--- config.mk ---
export PLATFORM = sky130hd
export DESIGN_NAME = wt_write_buffer
export DESIGN_NICKNAME = d
export VERILOG_FILES = /design/src/rtl/wb_pkg.sv /design/src/rtl/wb_entry_queue.sv /design/src/rtl/wb_fwd_lookup.sv /design/src/rtl/wb_port_ctrl.sv /design/src/rtl/wt_write_buffer.sv
export SDC_FILE = /design/constraint.sdc
export NUM_CORES = 1
export LEC_CHECK = 0
export ABC_CLOCK_PERIOD_IN_PS = 10550
export BUFFER_PORTS_ARGS = -buffer_cell sky130_fd_sc_hd__buf_2
export CELL_PAD_IN_SITES_DETAIL_PLACEMENT = 0
export CELL_PAD_IN_SITES_GLOBAL_PLACEMENT = 1
export CORE_MARGIN = 4
export CORE_UTILIZATION = 30
export DETAILED_ROUTE_END_ITERATION = 16
export GPL_TIMING_DRIVEN = 1
export PLACE_DENSITY = 0.59
export SLEW_MARGIN = 20
export SYNTH_ARGS = -nofsm -noshare
export SYNTH_HDL_FRONTEND = slang
export SYNTH_HIERARCHICAL = 1
export SYNTH_SLANG_ARGS = --single-unit
--- constraint.sdc ---
create_clock -name clk -period 10.55 [get_ports clk]
set_input_delay 2.11 -clock clk [delete_from_list [all_inputs] [get_ports clk]]
set_output_delay 2.11 -clock clk [all_outputs]
set_load 0.005 [all_outputs]
--- src/rtl/wb_pkg.sv ---
package wb_pkg;

   // Read engine states
   typedef enum logic [1:0] {
      RD_IDLE = 2'd0,
      RD_WAIT = 2'd1,
      RD_MEM  = 2'd2,
      RD_DONE = 2'd3
   } rd_state_e;

endpackage

--- src/rtl/wb_entry_queue.sv ---
module wb_entry_queue #(
   parameter  int ADDR_W = 32,
   parameter  int DATA_W = 32,
   parameter  int DEPTH  = 4,
   localparam int PTR_W  = $clog2(DEPTH),
   localparam int CNT_W  = $clog2(DEPTH + 1)
) (
   input  logic                          clk,
   input  logic                          rst_n,
   input  logic                          push,
   input  logic [ADDR_W-1:0]             push_addr,
   input  logic [DATA_W-1:0]             push_data,
   input  logic                          pop,
   output logic [DEPTH-1:0][ADDR_W-1:0]  ent_addr,
   output logic [DEPTH-1:0][DATA_W-1:0]  ent_data,
   output logic [DEPTH-1:0]              ent_valid,
   output logic [PTR_W-1:0]              head,
   output logic                          full,
   output logic                          empty,
   output logic [ADDR_W-1:0]             head_addr,
   output logic [DATA_W-1:0]             head_data
);

   logic [PTR_W-1:0] tail;
   logic [CNT_W-1:0] count;

   // Per-slot storage
   for (genvar i = 0; i < DEPTH; i++) begin : g_slot
      always_ff @(posedge clk) begin
         if (push && tail == PTR_W'(i)) begin
            ent_addr[i] <= push_addr;
            ent_data[i] <= push_data;
         end
      end

      always_ff @(posedge clk) begin
         if (!rst_n) begin
            ent_valid[i] <= 1'b0;
         end else if (push && tail == PTR_W'(i)) begin
            ent_valid[i] <= 1'b1;
         end else if (pop && head == PTR_W'(i)) begin
            ent_valid[i] <= 1'b0;
         end
      end
   end

   always_ff @(posedge clk) begin
      if (!rst_n) begin
         head  <= '0;
         tail  <= '0;
         count <= '0;
      end else begin
         if (push) tail <= tail + 1'b1;
         if (pop)  head <= head + 1'b1;
         case ({push, pop})
            2'b10:   count <= count + 1'b1;
            2'b01:   count <= count - 1'b1;
            default: count <= count;
         endcase
      end
   end

   assign full      = (count == CNT_W'(DEPTH));
   assign empty     = (count == '0);
   assign head_addr = ent_addr[head];
   assign head_data = ent_data[head];

endmodule

--- src/rtl/wb_fwd_lookup.sv ---
module wb_fwd_lookup #(
   parameter  int ADDR_W = 32,
   parameter  int DATA_W = 32,
   parameter  int DEPTH  = 4,
   localparam int PTR_W  = $clog2(DEPTH)
) (
   input  logic [DEPTH-1:0][ADDR_W-1:0] ent_addr,
   input  logic [DEPTH-1:0][DATA_W-1:0] ent_data,
   input  logic [DEPTH-1:0]             ent_valid,
   input  logic [PTR_W-1:0]             head,
   input  logic [ADDR_W-1:0]            look_addr,
   output logic                         hit,
   output logic [DATA_W-1:0]            hit_data
);

   // Walk from oldest to youngest; the last match found is the youngest
   always_comb begin
      logic [PTR_W-1:0] slot;
      hit      = 1'b0;
      hit_data = '0;
      for (int i = 0; i < DEPTH; i++) begin
         slot = head + PTR_W'(i);
         if (ent_valid[slot] && ent_addr[slot] == look_addr) begin
            hit      = 1'b1;
            hit_data = ent_data[slot];
         end
      end
   end

endmodule

--- src/rtl/wb_port_ctrl.sv ---
module wb_port_ctrl
   import wb_pkg::*;
#(
   parameter int ADDR_W      = 32,
   parameter int DATA_W      = 32,
   parameter bit DRAIN_FIRST = 1'b0
) (
   input  logic              clk,
   input  logic              rst_n,
   input  logic              rd_req,
   input  logic [ADDR_W-1:0] rd_addr,
   output logic              rd_ack,
   output logic [DATA_W-1:0] rd_data,
   input  logic              fwd_hit,
   input  logic [DATA_W-1:0] fwd_data,
   input  logic              buf_empty,
   input  logic [ADDR_W-1:0] head_addr,
   input  logic [DATA_W-1:0] head_data,
   output logic              pop,
   output logic              mem_req,
   output logic              mem_we,
   output logic [ADDR_W-1:0] mem_addr,
   output logic [DATA_W-1:0] mem_wdata,
   input  logic              mem_ack,
   input  logic [DATA_W-1:0] mem_rdata
);

   rd_state_e         st;
   logic [ADDR_W-1:0] pend_addr;
   logic [DATA_W-1:0] ret_data;
   logic              req_q;
   logic              we_q;
   logic [ADDR_W-1:0] addr_q;
   logic [DATA_W-1:0] wdata_q;
   logic              port_idle;
   logic              xfer_done;
   logic              read_allowed;
   logic              launch_rd;
   logic              launch_wr;

   // Read policy: overtake queued writes, or wait for an empty queue
   if (DRAIN_FIRST) begin : g_drain_gate
      assign read_allowed = buf_empty;
   end else begin : g_bypass_gate
      assign read_allowed = 1'b1;
   end

   assign port_idle = !req_q;
   assign xfer_done = req_q && mem_ack;
   assign launch_rd = port_idle && (st == RD_WAIT) && read_allowed;
   assign launch_wr = port_idle && !buf_empty && !launch_rd;
   assign pop       = xfer_done && we_q;

   // Read engine
   always_ff @(posedge clk) begin
      if (!rst_n) begin
         st        <= RD_IDLE;
         pend_addr <= '0;
         ret_data  <= '0;
      end else begin
         case (st)
            RD_IDLE: begin
               if (rd_req) begin
                  if (fwd_hit) begin
                     ret_data <= fwd_data;
                     st       <= RD_DONE;
                  end else begin
                     pend_addr <= rd_addr;
                     st        <= RD_WAIT;
                  end
               end
            end
            RD_WAIT: if (launch_rd) st <= RD_MEM;
            RD_MEM: begin
               if (xfer_done && !we_q) begin
                  ret_data <= mem_rdata;
                  st       <= RD_DONE;
               end
            end
            default: st <= RD_IDLE;
         endcase
      end
   end

   // Memory port
   always_ff @(posedge clk) begin
      if (!rst_n) begin
         req_q   <= 1'b0;
         we_q    <= 1'b0;
         addr_q  <= '0;
         wdata_q <= '0;
      end else if (xfer_done) begin
         req_q <= 1'b0;
      end else if (launch_rd) begin
         req_q  <= 1'b1;
         we_q   <= 1'b0;
         addr_q <= pend_addr;
      end else if (launch_wr) begin
         req_q   <= 1'b1;
         we_q    <= 1'b1;
         addr_q  <= head_addr;
         wdata_q <= head_data;
      end
   end

   assign rd_ack    = (st == RD_DONE);
   assign rd_data   = ret_data;
   assign mem_req   = req_q;
   assign mem_we    = we_q;
   assign mem_addr  = addr_q;
   assign mem_wdata = wdata_q;

endmodule

--- src/rtl/wt_write_buffer.sv ---
module wt_write_buffer #(
   parameter  int ADDR_W            = 32,
   parameter  int DATA_W            = 32,
   parameter  int DEPTH             = 4,
   parameter  bit DRAIN_BEFORE_READ = 1'b0,
   localparam int PTR_W             = $clog2(DEPTH)
) (
   input  logic              clk,
   input  logic              rst_n,
   input  logic              st_valid,
   input  logic [ADDR_W-1:0] st_addr,
   input  logic [DATA_W-1:0] st_data,
   output logic              st_full,
   input  logic              rd_req,
   input  logic [ADDR_W-1:0] rd_addr,
   output logic              rd_ack,
   output logic [DATA_W-1:0] rd_data,
   output logic              mem_req,
   output logic              mem_we,
   output logic [ADDR_W-1:0] mem_addr,
   output logic [DATA_W-1:0] mem_wdata,
   input  logic              mem_ack,
   input  logic [DATA_W-1:0] mem_rdata
);

   initial begin
      assert (DEPTH >= 2 && (DEPTH & (DEPTH - 1)) == 0)
         else $error("DEPTH must be a power of two of at least 2");
      assert (ADDR_W >= 3 && DATA_W >= 1)
         else $error("address or data width too small");
   end

   logic [DEPTH-1:0][ADDR_W-1:0] ent_addr;
   logic [DEPTH-1:0][DATA_W-1:0] ent_data;
   logic [DEPTH-1:0]             ent_valid;
   logic [PTR_W-1:0]             head;
   logic                         buf_full;
   logic                         buf_empty;
   logic [ADDR_W-1:0]            head_addr;
   logic [DATA_W-1:0]            head_data;
   logic                         push;
   logic                         pop;
   logic                         fwd_hit;
   logic [DATA_W-1:0]            fwd_data;

   assign push    = st_valid && !buf_full;
   assign st_full = buf_full;

   wb_entry_queue #(
      .ADDR_W (ADDR_W),
      .DATA_W (DATA_W),
      .DEPTH  (DEPTH)
   ) u_queue (
      .clk       (clk),
      .rst_n     (rst_n),
      .push      (push),
      .push_addr (st_addr),
      .push_data (st_data),
      .pop       (pop),
      .ent_addr  (ent_addr),
      .ent_data  (ent_data),
      .ent_valid (ent_valid),
      .head      (head),
      .full      (buf_full),
      .empty     (buf_empty),
      .head_addr (head_addr),
      .head_data (head_data)
   );

   // Forwarding exists only in the overtaking variant
   if (DRAIN_BEFORE_READ) begin : g_no_fwd
      assign fwd_hit  = 1'b0;
      assign fwd_data = '0;
   end else begin : g_fwd
      wb_fwd_lookup #(
         .ADDR_W (ADDR_W),
         .DATA_W (DATA_W),
         .DEPTH  (DEPTH)
      ) u_lookup (
         .ent_addr  (ent_addr),
         .ent_data  (ent_data),
         .ent_valid (ent_valid),
         .head      (head),
         .look_addr (rd_addr),
         .hit       (fwd_hit),
         .hit_data  (fwd_data)
      );
   end

   wb_port_ctrl #(
      .ADDR_W      (ADDR_W),
      .DATA_W      (DATA_W),
      .DRAIN_FIRST (DRAIN_BEFORE_READ)
   ) u_ctrl (
      .clk       (clk),
      .rst_n     (rst_n),
      .rd_req    (rd_req),
      .rd_addr   (rd_addr),
      .rd_ack    (rd_ack),
      .rd_data   (rd_data),
      .fwd_hit   (fwd_hit),
      .fwd_data  (fwd_data),
      .buf_empty (buf_empty),
      .head_addr (head_addr),
      .head_data (head_data),
      .pop       (pop),
      .mem_req   (mem_req),
      .mem_we    (mem_we),
      .mem_addr  (mem_addr),
      .mem_wdata (mem_wdata),
      .mem_ack   (mem_ack),
      .mem_rdata (mem_rdata)
   );

endmodule

==> flow_summary.ini <==
[timing]
rsz0062_at_grt = no
layout_setup_ws_ns = 3.85
hold_viol = 0
worst_pin_slew_ns = 1.28
maxSlewHeadroom_pct = 14.7
setup_viol = 0
finClkSkew_ns = 0.0352
finalSetupTns_ns = 0
maxSlewViolCount = 0
min_period_over_period_pct = 63.5
max_freq_mhz = 149
period_needed_ns = 6.70

[worst_setup_path]
r2r-end = u_ctrl/rd_data[28]
critical_path_required_ns = 11.07
cp-end-kind = register
worstSetupPathType = reg2reg
worstRegToRegCells = 14
ff2ff_setup_slack_ns = 3.85
cp-start-kind = register
cp.arrival_ns = 7.22
critPathMaxFanout = 49
r2r_start = u_queue/head[0]

[grt]
grt_max_degree = 181
grt_pass1_wl_um = 133000
antenna_found_initial = 24
grtUsageMet1_pct = 30.6
met3_usage_pct = 4.58
grt_pass1_vias = 18400
overflow = 0
met2_usage_pct = 30.8
grt_usage_pct = 20.6
top_usage_layer = met2

[floorplanning]
dieWidth_um = 294
start_util_pct = 30.4
dieArea_um2 = 86400
fp.dieH_um = 294
pin_count = 233
fp-row-count = 104
coreArea_um2 = 80800

[clock_tree]
postCtsHoldBufs = 0
clk_pin_slew_ns = 0.06
cts_sinks = 399
worstSkewPairLatency_ns = 0.62
post_cts_buffers = 0
cts_root_buf = clkbuf_16
ctsResizeCount = 0
cts_max_level = 2
numCtsBuffers = 47
tritoncts = built
clock_path_buffers = 3

[route]
drc_errors = 0
wirelength_um = 92000
dr.first_iter.drc_count = 2179
drt_first_pass_iters = 6
antenna_left = 0
via_per_inst = 5.75
vias = 19200
routedWlPerCell_um = 27.6

[pwr]
p_per_area_nw_per_um2 = 169
pwr-share-comb_pct = 22.4
switching_share_pct = 30.6
p_int_mw = 3.30
p_clk_share_pct = 36.6
power_switching_mw = 1.45
power_frac_seq_pct = 41.0
power_leakage_nw = 9.49
ir_drop_uv = 96.6

[cells_and_area]
layout_common_cells = nand2_1, edfxtp_1, buf_2
final_nets = 2375
final_common_cell = nand2_1
area_delta_synth_final_pct = 14.3
drive_gt1_share_pct = 25.6

[yosys]
synthArstFlopShare_pct = 0
seq_area_frac_synth_pct = 43.0
synth_ff_type = edfxtp_1
synth_cell_types = 81
syn_nets = 2262
synth_warnings = 6
avgSynthCellArea_um2 = 11.6
syn_inst = 2113
syn-cell-area_um2 = 24500
ys_ff_latch = 399
synth_edf_count = 256

[min_path]
holdCritPathClass = reg2reg
min_to = u_ctrl/mem_wdata[6]
hp-start = u_ctrl/mem_wdata[6]
whs_path_depth = 2

[job]
maxCapViolations = 0

[placement]
pre_cts_ws_ns = 3.79
gp_congestion = 0.923
port_buffers = 232
hpwl_um = 65000

[run_status]
status = completed
[cell families after synthesis]
logic type / Yosys count / share of synthesized area (%)
buf+inv: 232 / 4.65
compound gates: 445 / 15.2
mux: 423 / 23.4
flops: 399 / 43.0
simple gates: 491 / 9.10
fa+ha+maj: 16 / 0.847
xor+xnor: 107 / 3.82
[final cells by class]
| class | count | area, um2 |
|---|---|---|
| repair buffers | 269 | 1470 |
| multi-input cells | 1482 | 12900 |
| clock inverters | 26 | 354 |
| diodes | 8 | 20.0 |
| clock buffers | 61 | 1320 |
| well taps | 1060 | 1330 |
| flip-flops and latches | 399 | 10600 |
| fillers | 7966 | 52800 |
| inverters | 27 | 101 |
[Yosys cell counts, types with 32 or more instances]
master / count / area share (%)
a2111oi_0: 36 / 1.3
a21boi_1: 64 / 2.0
a2bb2oi_1: 38 / 1.4
buf_2: 32 / 0.65
clkbuf_1: 123 / 1.9
dfxtp_1: 143 / 12
edfxtp_1: 256 / 31
mux2_2: 83 / 3.8
mux2i_1: 226 / 9.2
mux4_2: 111 / 10
nand2_1: 257 / 3.9
nor2_1: 83 / 1.3
o221a_1: 34 / 1.6
xnor2_1: 65 / 2.3
xor2_1: 42 / 1.5
[how the worst max path moves through the flow]
stage,from,end
global route,u_queue/head[0],u_ctrl/rd_data[29]
CTS,u_queue/head[0],u_ctrl/rd_data[1]
global placement,rd_addr[11],u_ctrl/rd_data[30]
detailed placement,rd_addr[11],u_ctrl/rd_data[13]
finish,u_queue/head[0],u_ctrl/rd_data[28]
floorplan,rd_addr[23],u_ctrl/rd_data[20]
[power groups by stage]
stage	Sequential, mW	Clock (mW)	Combinational (mW)
after floorplan	1.94	0	0.687
after global placement	1.97	0	1.06
after detailed placement	1.98	0	1.06
after CTS	1.95	1.78	1.07
after global routing	1.97	1.85	1.15
final	1.95	1.74	1.06
[state kept, by name, indices dropped and copies added (netlist names), 2 cells and up]
register / cells
u_ctrl/st: 2
u_ctrl/rd_data: 32
u_queue/head: 2
u_queue/ent_valid: 4
u_queue/count: 3
u_ctrl/mem_wdata: 32
u_queue/ent_data: 128
u_queue/ent_addr: 128
u_ctrl/mem_addr: 32
u_ctrl/pend_addr: 32
u_queue/tail: 2
[critical path: stages (launching register included)]
cell	delay (ns)
dfxtp_4	0.83
buf_4	0.67
mux4_2	0.42
xnor2_1	0.32
nand4_1	0.20
a2111oi_1	0.83
and4_1	0.36
buf_4	0.43
nand2_1	0.65
buf_4	0.49
a311oi_1	0.60
o32a_1	0.32
mux2_2	0.17
nand2_1	0.05
mux2i_1	0.15
[metrics by stage]
stage | power, mW | std cells | utilization [%] | cell area [um2] | hold WS (ns)
after floorplan | 2.63 | 2113 | - | 24500 | 0.435
after global placement | 3.03 | 3237 | 32.6 | 26300 | 0.441
after detailed placement | 3.04 | 3237 | 32.6 | 26300 | 0.442
after CTS | 4.80 | 3324 | 34.7 | 28000 | 0.450
after global routing | 4.97 | 3327 | 34.7 | 28000 | 0.464
final | 4.75 | 3332 | 34.7 | 28000 | 0.450
[per-layer routing]
metal / part of all wire [%] / vias to the layer above
li1: - / 8485
met1: 46 / 9758
met2: 43 / 766
met3: 8.8 / 124
met4: 2.0 / 18
met5: 0.12 / -
Power figures use the tool's default switching activity.
